File: src/rtl/gcc_pkg.sv
package gcc_pkg;

  typedef enum logic [1:0] {
    DIV_RATIO = 2'd0,
    DIV_EST   = 2'd1,
    DIV_NEW   = 2'd2
  } divSel_e;

  typedef struct packed {
    logic    latchCfg;
    logic    clrRes;
    logic    divGo;
    divSel_e divSel;
    logic    divSave;
    divSel_e saveSel;
    logic    initI;
    logic    stepI;
    logic    initJ;
    logic    stepJ;
    logic    initT1;
    logic    stepT1;
    logic    initT2;
    logic    stepT2;
    logic    setErr;
    logic    setHit;
  } ctrlCmd_t;

  typedef struct packed {
    logic cfgBad;
    logic estAbsent;
    logic divDone;
    logic ratioRem;
    logic iEnd;
    logic jEnd;
    logic t1Over;
    logic t2Over;
    logic timeEq;
  } dpStat_t;

endpackage

File: src/rtl/gcc_remdiv.sv
module gcc_remdiv #(
  parameter int W = 64
) (
  input  logic         clk,
  input  logic         rstN,
  input  logic         go,
  input  logic [W-1:0] dividend,
  input  logic [W-1:0] divisor,
  output logic         done,
  output logic [W-1:0] rem
);
  localparam int CNT_W = (W > 1) ? $clog2(W) : 1;

  logic             running;
  logic [CNT_W-1:0] stepCnt;
  logic [W-1:0]     dvdSh;
  logic [W-1:0]     divQ;
  logic [W-1:0]     remAcc;
  logic             doneQ;
  logic [W:0]       trial;

  assign trial = {remAcc, dvdSh[W-1]};

  always_ff @(posedge clk or negedge rstN) begin
    if (!rstN) begin
      running <= 1'b0;
      stepCnt <= '0;
      dvdSh   <= '0;
      divQ    <= '0;
      remAcc  <= '0;
      doneQ   <= 1'b0;
    end else begin
      doneQ <= 1'b0;
      if (go) begin
        running <= 1'b1;
        stepCnt <= '0;
        dvdSh   <= dividend;
        divQ    <= divisor;
        remAcc  <= '0;
      end else if (running) begin
        dvdSh <= {dvdSh[W-2:0], 1'b0};
        if (trial >= {1'b0, divQ}) remAcc <= W'(trial - {1'b0, divQ});
        else                       remAcc <= trial[W-1:0];
        stepCnt <= stepCnt + 1'b1;
        if (stepCnt == CNT_W'(W - 1)) begin
          running <= 1'b0;
          doneQ   <= 1'b1;
        end
      end
    end
  end

  assign done = doneQ;
  assign rem  = remAcc;

  p_rem_below_divisor_r5: assert property (@(posedge clk) disable iff (!rstN)
    doneQ |-> (remAcc < divQ));

endmodule

File: src/rtl/gate_clash_dp.sv
module gate_clash_dp
  import gcc_pkg::*;
#(
  parameter int TIME_W  = 64,
  parameter int MAX_ENT = 8,
  localparam int IDX_W  = (MAX_ENT > 1) ? $clog2(MAX_ENT) : 1,
  localparam int CNT_W  = $clog2(MAX_ENT + 1)
) (
  input  logic              clk,
  input  logic              rstN,
  input  ctrlCmd_t          cmd,
  input  logic              busy,
  output dpStat_t           stat,
  input  logic              wrEn,
  input  logic              wrSel,
  input  logic [IDX_W-1:0]  wrAddr,
  input  logic [TIME_W-1:0] wrData,
  input  logic              estValid,
  input  logic [CNT_W-1:0]  estCount,
  input  logic [TIME_W-1:0] estCycle,
  input  logic [TIME_W-1:0] estBase,
  input  logic [CNT_W-1:0]  newCount,
  input  logic [TIME_W-1:0] newCycle,
  input  logic [TIME_W-1:0] newBase,
  output logic              conflict,
  output logic              cfgError,
  output logic [IDX_W-1:0]  estIdx,
  output logic [IDX_W-1:0]  newIdx
);
  localparam int EXT_W = TIME_W + IDX_W + 2;
  localparam logic [CNT_W-1:0] CNT_MAX = CNT_W'(MAX_ENT);

  logic [TIME_W-1:0] estMem [MAX_ENT];
  logic [TIME_W-1:0] newMem [MAX_ENT];

  logic              estValidQ;
  logic [CNT_W-1:0]  estCntQ, newCntQ;
  logic [TIME_W-1:0] estCycQ, newCycQ, estBaseQ, newBaseQ;
  logic [TIME_W-1:0] rbtEst, rbtNew;
  logic [CNT_W-1:0]  iIdx, jIdx;
  logic [EXT_W-1:0]  delta1, delta2, t1, t2;

  logic [TIME_W-1:0] maxCyc, minCyc, maxRbt;
  logic [EXT_W-1:0]  horizon;
  logic [TIME_W-1:0] estRd, newRd;
  logic [TIME_W-1:0] divDvd, divDvs, divRem;
  logic              divDone;

  // Interval memories, locked during a run
  always_ff @(posedge clk) begin
    if (wrEn && !busy && ({1'b0, wrAddr} < (IDX_W + 1)'(MAX_ENT))) begin
      if (wrSel) estMem[wrAddr] <= wrData;
      else       newMem[wrAddr] <= wrData;
    end
  end

  assign estRd = (iIdx < CNT_MAX) ? estMem[iIdx[IDX_W-1:0]] : '0;
  assign newRd = (jIdx < CNT_MAX) ? newMem[jIdx[IDX_W-1:0]] : '0;

  assign maxCyc  = (estCycQ >= newCycQ) ? estCycQ : newCycQ;
  assign minCyc  = (estCycQ >= newCycQ) ? newCycQ : estCycQ;
  assign maxRbt  = (rbtEst >= rbtNew) ? rbtEst : rbtNew;
  assign horizon = EXT_W'(maxCyc) + EXT_W'(maxRbt);

  always_comb begin
    unique case (cmd.divSel)
      DIV_RATIO: begin divDvd = maxCyc;   divDvs = minCyc;  end
      DIV_EST:   begin divDvd = estBaseQ; divDvs = estCycQ; end
      default:   begin divDvd = newBaseQ; divDvs = newCycQ; end
    endcase
  end

  gcc_remdiv #(.W(TIME_W)) u_div (
    .clk      (clk),
    .rstN     (rstN),
    .go       (cmd.divGo),
    .dividend (divDvd),
    .divisor  (divDvs),
    .done     (divDone),
    .rem      (divRem)
  );

  // Configuration capture and phase registers
  always_ff @(posedge clk or negedge rstN) begin
    if (!rstN) begin
      estValidQ <= 1'b0;
      estCntQ   <= '0;
      newCntQ   <= '0;
      estCycQ   <= '0;
      newCycQ   <= '0;
      estBaseQ  <= '0;
      newBaseQ  <= '0;
      rbtEst    <= '0;
      rbtNew    <= '0;
    end else begin
      if (cmd.latchCfg) begin
        estValidQ <= estValid;
        estCntQ   <= (estCount > CNT_MAX) ? CNT_MAX : estCount;
        newCntQ   <= (newCount > CNT_MAX) ? CNT_MAX : newCount;
        estCycQ   <= estCycle;
        newCycQ   <= newCycle;
        estBaseQ  <= estBase;
        newBaseQ  <= newBase;
        rbtEst    <= '0;
        rbtNew    <= '0;
      end
      if (cmd.divSave && cmd.saveSel == DIV_EST) rbtEst <= divRem;
      if (cmd.divSave && cmd.saveSel == DIV_NEW) rbtNew <= divRem;
    end
  end

  // Nested loop counters and occurrence times
  always_ff @(posedge clk or negedge rstN) begin
    if (!rstN) begin
      iIdx   <= '0;
      jIdx   <= '0;
      delta1 <= '0;
      delta2 <= '0;
      t1     <= '0;
      t2     <= '0;
    end else begin
      if (cmd.latchCfg || cmd.initI) begin
        iIdx   <= '0;
        delta1 <= '0;
      end else if (cmd.stepI) begin
        iIdx   <= iIdx + 1'b1;
        delta1 <= delta1 + EXT_W'(estRd);
      end
      if (cmd.latchCfg || cmd.initJ) begin
        jIdx   <= '0;
        delta2 <= '0;
      end else if (cmd.stepJ) begin
        jIdx   <= jIdx + 1'b1;
        delta2 <= delta2 + EXT_W'(newRd);
      end
      if (cmd.initT1)      t1 <= EXT_W'(rbtEst) + delta1;
      else if (cmd.stepT1) t1 <= t1 + EXT_W'(estCycQ);
      if (cmd.initT2)      t2 <= EXT_W'(rbtNew) + delta2;
      else if (cmd.stepT2) t2 <= t2 + EXT_W'(newCycQ);
    end
  end

  // Result registers
  always_ff @(posedge clk or negedge rstN) begin
    if (!rstN) begin
      conflict <= 1'b0;
      cfgError <= 1'b0;
      estIdx   <= '0;
      newIdx   <= '0;
    end else if (cmd.clrRes) begin
      conflict <= 1'b0;
      cfgError <= 1'b0;
      estIdx   <= '0;
      newIdx   <= '0;
    end else begin
      if (cmd.setErr) cfgError <= 1'b1;
      if (cmd.setHit) begin
        conflict <= 1'b1;
        estIdx   <= iIdx[IDX_W-1:0];
        newIdx   <= jIdx[IDX_W-1:0];
      end
    end
  end

  always_comb begin
    stat.cfgBad    = (newCycQ == '0) || (estValidQ && estCycQ == '0);
    stat.estAbsent = !estValidQ;
    stat.divDone   = divDone;
    stat.ratioRem  = (divRem != '0);
    stat.iEnd      = (iIdx >= estCntQ);
    stat.jEnd      = (jIdx >= newCntQ);
    stat.t1Over    = (t1 > horizon);
    stat.t2Over    = (t2 > horizon);
    stat.timeEq    = (t1 == t2);
  end

  p_hold_results_r9: assert property (@(posedge clk) disable iff (!rstN)
    (!busy && !cmd.clrRes) |=> $stable({conflict, cfgError, estIdx, newIdx}));
  p_err_excludes_hit_r2: assert property (@(posedge clk) disable iff (!rstN)
    cfgError |-> !conflict);
  p_hit_within_horizon_r6: assert property (@(posedge clk) disable iff (!rstN)
    (cmd.setHit && !divDone) |-> (t1 <= horizon && t2 <= horizon));

endmodule

File: config.mk
export PLATFORM = sky130hd
export DESIGN_NAME = gate_clash_dp
export DESIGN_NICKNAME = d
export VERILOG_FILES = /design/src/rtl/gcc_pkg.sv /design/src/rtl/gcc_remdiv.sv /design/src/rtl/gate_clash_dp.sv
export SDC_FILE = /design/constraint.sdc
export NUM_CORES = 2
export LEC_CHECK = 0
export BUFFER_PORTS_ARGS = -buffer_cell sky130_fd_sc_hd__buf_4
export CAP_MARGIN = 20
export CORE_UTILIZATION = 64
export CTS_CLUSTER_SIZE = 8
export DETAILED_ROUTE_END_ITERATION = 7
export MAX_ROUTING_LAYER = met4
export PLACE_DENSITY = 0.89
export SYNTH_ARGS = -nofsm -noshare
export SYNTH_HDL_FRONTEND = slang
export SYNTH_SLANG_ARGS = --single-unit
File: constraint.sdc
create_clock -name clk -period 12.4 [get_ports clk]
set_clock_uncertainty 0.05 [all_clocks]
set_input_delay 2.48 -clock clk [delete_from_list [all_inputs] [get_ports clk]]
set_output_delay 2.48 -clock clk [all_outputs]
set_load 0.01 [all_outputs]
==> reports/results.tsv, run 1 <==
stage	metric	value	unit
status	status	stopped before the end	
status	lastStage	global routing (5_1_grt)	
status	error_line	[ERROR GRT-0232] Routing congestion too high. Check the congestion heatmap in the GUI.	
clocking	clockRootBuffer	clkbuf_16	
synthesis	synth-edff-count	1024	
die	die_w	425	um
clocking	cts.htree.levels	5	
synthesis	synth_ff_type	edfxtp_1	
global_routing	track_usage	65.3	%
timing	worstEpCategory	primary output	
timing	crit_endpoint	stat[1]	
synthesis	avgSynthCellArea	10.9	sq um
die	fp-row-count	154	
synthesis	yosys.cell_types.count	100	
clocking	cts_max_path_buffers	4	
clocking	ctsHoldBuffers	0	
synthesis	syn-instance-count	10500	
synthesis	ys_seq_area_share	46.2	%
synthesis	ys_warn_count	0	
synthesis	ys_async_sr_fraction	46.4	%
synthesis	synth.area.mux_share	12.0	%
synthesis	synth_compound_area_share	14.8	%
die	start_util	64.7	%
synthesis	synth-simple-area-share	11.2	%
place	port-buffer-count	371	
place	placed_cell_area	120000	sq um
die	die_h	425	um
global_routing	antenna_found_initial	84	
synthesis	netlist_area	115000	sq um
die	io_pins	372	
global_routing	overflow	14	
place	place.gp.congestion	1.12	
synthesis	ys_ff_latch	1909	
clocking	clkSinkCount	1909	
place	dp_hpwl	328000	um
synthesis	synthAdderAreaFrac	8.65	%
synthesis	synthXorXnorAreaFrac	4.15	%
synthesis	synth_nets	11700	
synthesis	synth_top_family_by_area	compound AO/OA/AOI/OAI gates	
clocking	numCtsBuffers	291	
global_routing	grt_max_degree	152	
[kinds of logic after synthesis]
kind of cell,after synthesis
AO/OA/AOI/OAI,2602
XOR/XNOR,542
adder cells (fa/ha/maj),787
buffers and inverters,915
flip-flops,1909
multiplexers,1011
AND/OR/NAND/NOR,2769
[Yosys cell counts, types with 100 or more instances]
cell,instances,area [sq um]
a21o_1,410,3080
a21oi_1,722,3610
clkbuf_1,432,1620
dfrtp_1,885,22100
edfxtp_1,1024,30700
ha_1,779,9750
inv_1,369,1390
mux2_2,314,3540
mux2i_1,433,4330
mux4_2,256,5770
nand2_1,959,3600
nand3_1,149,746
nand4_1,187,1170
nor2_1,794,2980
nor4_1,100,626
o21ai_0,566,2830
o31ai_1,101,758
xnor2_1,310,2720
xor2_1,231,2020
[metrics by stage]
step | cells | setup WS (ns) | util [%]
floorplan | 10500 | 1.76 | -
global placement | 12900 | 0.147 | 68.0
detailed placement | 13000 | 0.0477 | 68.0
CTS | 13400 | 0.000943 | 72.8
[routing by layer]
layer / global-route usage (%) / GRT overflow
met1: 72.0 / 2
met2: 79.6 / 5
met3: 44.2 / 3
met4: 52.1 / 4
met5: - / -
[timing repair]
item                                    in CTS
cloned                                       2
pin swaps                                   37
resized for setup                           78
buffers inserted                            19
endpoints found under the setup margin       2
==> run 2: changes to the inputs <==
CORE_UTILIZATION = 40   (was 64)
CTS_CLUSTER_SIZE = unset   (was 8)
MAX_ROUTING_LAYER = unset   (was met4)
PLACE_DENSITY = unset   (was 0.89)
PLACE_DENSITY_LB_ADDON = 0.15   (was unset)
==> run 2 against run 1 <==
  * The flow now finishes without violations
  * Synthesized cell count stayed put
  * Area after synthesis did not move
==> reports/results.tsv, run 2 <==
stage	metric	value	unit	change
power_and_ir_drop	peakVddDrop	0.000389	V	
worst_setup_path	slowest_stage	o41a_1		
place	place.gp.congestion	1.01		-9.5%
finish	final_common_cell	edfxtp_1		
finish	ff_latch_area	52900	sq um	
synthesis	synth-edff-count	1024		unchanged
synthesis	syn-instance-count	10500		unchanged
clocking	cts_max_path_buffers	4		unchanged
worst_setup_path	cp-start-kind	flip-flop		
die	io_pins	372		unchanged
worst_setup_path	r2r_start	jIdx[0]$_DFFE_PN0P_		
synthesis	ys_seq_area_share	46.2	%	unchanged
synthesis	synth.area.top_cells	edfxtp_1 (27%), dfrtp_1 (19%), ha_1 (8.5%), mux4_2 (5.0%), mux2i_1 (3.8%)		
timing	hold_slack	0.444	ns	
status	status	completed		
detailed_routing	post_drt_wl_per_cell	28.2	um	
timing	period_minus_slack	12.32	ns	
clocking	clkSinkCount	1909		unchanged
timing	slew_headroom	19.5	%	
hold_path	min_path_type	reg -> reg		
detailed_routing	drt_iter0_drc	7652		
run	maxCapViolations	0		
worst_setup_path	cp-end-kind	output port		
detailed_routing	drt_wl_total	424000	um	
global_routing	grt_max_degree	140		
die	die_w	537	um	+26%
power_and_ir_drop	p_leak	56.4	nW	
clocking	clk_latency	0.92	ns	
power_and_ir_drop	power	23.2	mW	
synthesis	yosys.cell_types.count	100		unchanged
finish	largest_registers	estMem (512), newMem (512)		
synthesis	yosysMostFrequentCell	edfxtp_1		
synthesis	synthTopCellsByCount	edfxtp_1 (1024), nand2_1 (959), dfrtp_1 (885)		
worst_setup_path	cp_data_required_time	9.87	ns	
synthesis	netlist_area	115000	sq um	unchanged
timing	finalSetupViolations	0		
synthesis	avgSynthCellArea	10.9	sq um	unchanged
timing	worst_pin_slew	1.20	ns	
synthesis	synth_nets	11700		unchanged
timing	min_period_over_period	99.3	%	
hold_path	min_from	conflict$_DFFE_PN0P_		
worst_setup_path	worstSetupPathType	reg -> out		
synthesis	ys_async_sr_fraction	46.4	%	unchanged
clocking	cts_tree	done		
finish	drive_gt1_share	17.2	%	
finish	fin_area	132000	sq um	
detailed_routing	num_vias	88400		
detailed_routing	drc	0		
finish	layout_common_cells	edfxtp_1 (1024), nand2_1 (958), dfrtp_1 (876)		
place	port-buffer-count	371		unchanged
detailed_routing	drt_pass1_iterations	6		
finish	nNetsFinal	12200		
die	fp-row-count	196		+27%
synthesis	synth_top_area_cell	edfxtp_1		
detailed_routing	viasPerCell	5.89		
finish	multi_input_area	59000	sq um	
place	dp_hpwl	319000	um	-2.6%
die	core_area	285000	sq um	
die	die_h	537	um	+26%
synthesis	synth_ff_type	edfxtp_1		
worst_setup_path	cp.arrival	9.79	ns	
worst_setup_path	worstPathMaxFanout	7		
global_routing	antenna_found_initial	33		
place	placed_cell_area	124000	sq um	+2.7%
die	start_util	40.2	%	-24 points
finish	syn2layout_area_growth	15.3	%	
worst_setup_path	max_stage_delay	0.48	ns	
global_routing	track_usage	28.8	%	
timing	rsz0062_at_grt	true		
timing	fmax	81.2	MHz	
finish	n_fill_cell	26300		
global_routing	overflow	0		
clocking	cts.htree.levels	4		-1
clocking	numCtsBuffers	221		-24%
clocking	clockRootBuffer	clkbuf_16		
place	place_ws	-0.298	ns	-0.346 ns
global_routing	grt_pass1_wl	607000	um	
detailed_routing	ant_nets	0		
timing	drv_slew	0		
clocking	clk_pin_slew	0.06	ns	
power_and_ir_drop	power_density	176	nW/um^2	
timing	fin_setup_tns	0	ns	
worst_setup_path	cp-startpoint	rbtEst[0]$_DFFE_PN0P_		
timing	worst_slack	0.0829	ns	
die	dieArea	289000	sq um	
global_routing	grt_pass1_vias	87300		
timing	hold_violations	0		
synthesis	ys_ff_latch	1909		unchanged
synthesis	synth_top_area_share	26.8	%	unchanged
synthesis	ys_warn_count	0		unchanged
[run 2: cell counts after synthesis]
No cell type changed its count.
[run 2: logic make-up after synthesis]
family,count (synthesis),synth area share (%)
xor+xnor,542,4.15
fa+ha+maj,787,8.65
mux,1011,12.0
buf+inv,915,3.04
simple gates,2769,11.2
flops,1909,46.2
compound gates,2602,14.8
[run 2: critical path: cells and delay by family, from the launching register on]
kind | cells | cell delay [ns]
multiplexers | 1 | 0.32
AND/OR/NAND/NOR | 8 | 1.40
flip-flops | 1 | 0.39
buffers and inverters | 7 | 0.95
adder cells (fa/ha/maj) | 3 | 0.66
AO/OA/AOI/OAI | 25 | 5.04
XOR/XNOR | 1 | 0.14
[run 2: routing by layer]
metal	vias up	routed length (um)	GRT usage [%]
met2	2830	188000	44.9
met1	44500	192000	40.6
met3	560	24000	3.31
met4	20	19100	12.0
li1	40500	-	-
met5	-	126	0
[run 2: timing repair]
action / in CTS / in global routing
gates cloned: 1 / 0
hold buffers: 0 / 0
pin swaps: 51 / 36
endpoints found under the setup margin: 2 / 2
setup buffers: 8 / 2
resized for setup: 97 / 20
[run 2: final timing paths]
kind,endpoint,slack (ns),depth (start not counted)
min in group asynchronous,newBaseQ[4]$_DFFE_PN0P_,1.52,1
worst min-delay path,conflict$_DFFE_PN0P_,0.44,2
worst min register to register,conflict$_DFFE_PN0P_,0.44,2
worst max register to register,delta2[67]$_DFFE_PN0P_,5.30,17
worst max-delay path,stat[2],0.08,45
max in group asynchronous,jIdx[0]$_DFFE_PN0P_,8.53,3
[run 2: layout make-up]
class                           instances  share of cell area (%)
Antenna cell                           15                  0.0284
Clock buffer                          288                    4.58
Clock inverter                        123                    1.17
Multi-Input combinational cell       7711                    44.7
Sequential cell                      1909                    40.1
Timing Repair Buffer                  829                    4.88
Inverter                              370                    1.05
Tap cell                             3762                    3.56
[run 2: report_power, final]
group          switching, mW  leakage (nW)  internal [mW]  total [mW]
combinational           5.02          32.1           3.57        8.59
sequential             0.619          20.5           7.12        7.74
clock                   2.85          3.67           4.04        6.89
[run 2: metrics by stage]
step,cells,utilization (%)
floorplan,10500,-
finish,15000,46.3
global placement,14600,43.4
detailed placement,14600,43.4
CTS,15000,46.3
global route,15000,46.3
(Power assumes the default switching activity.)
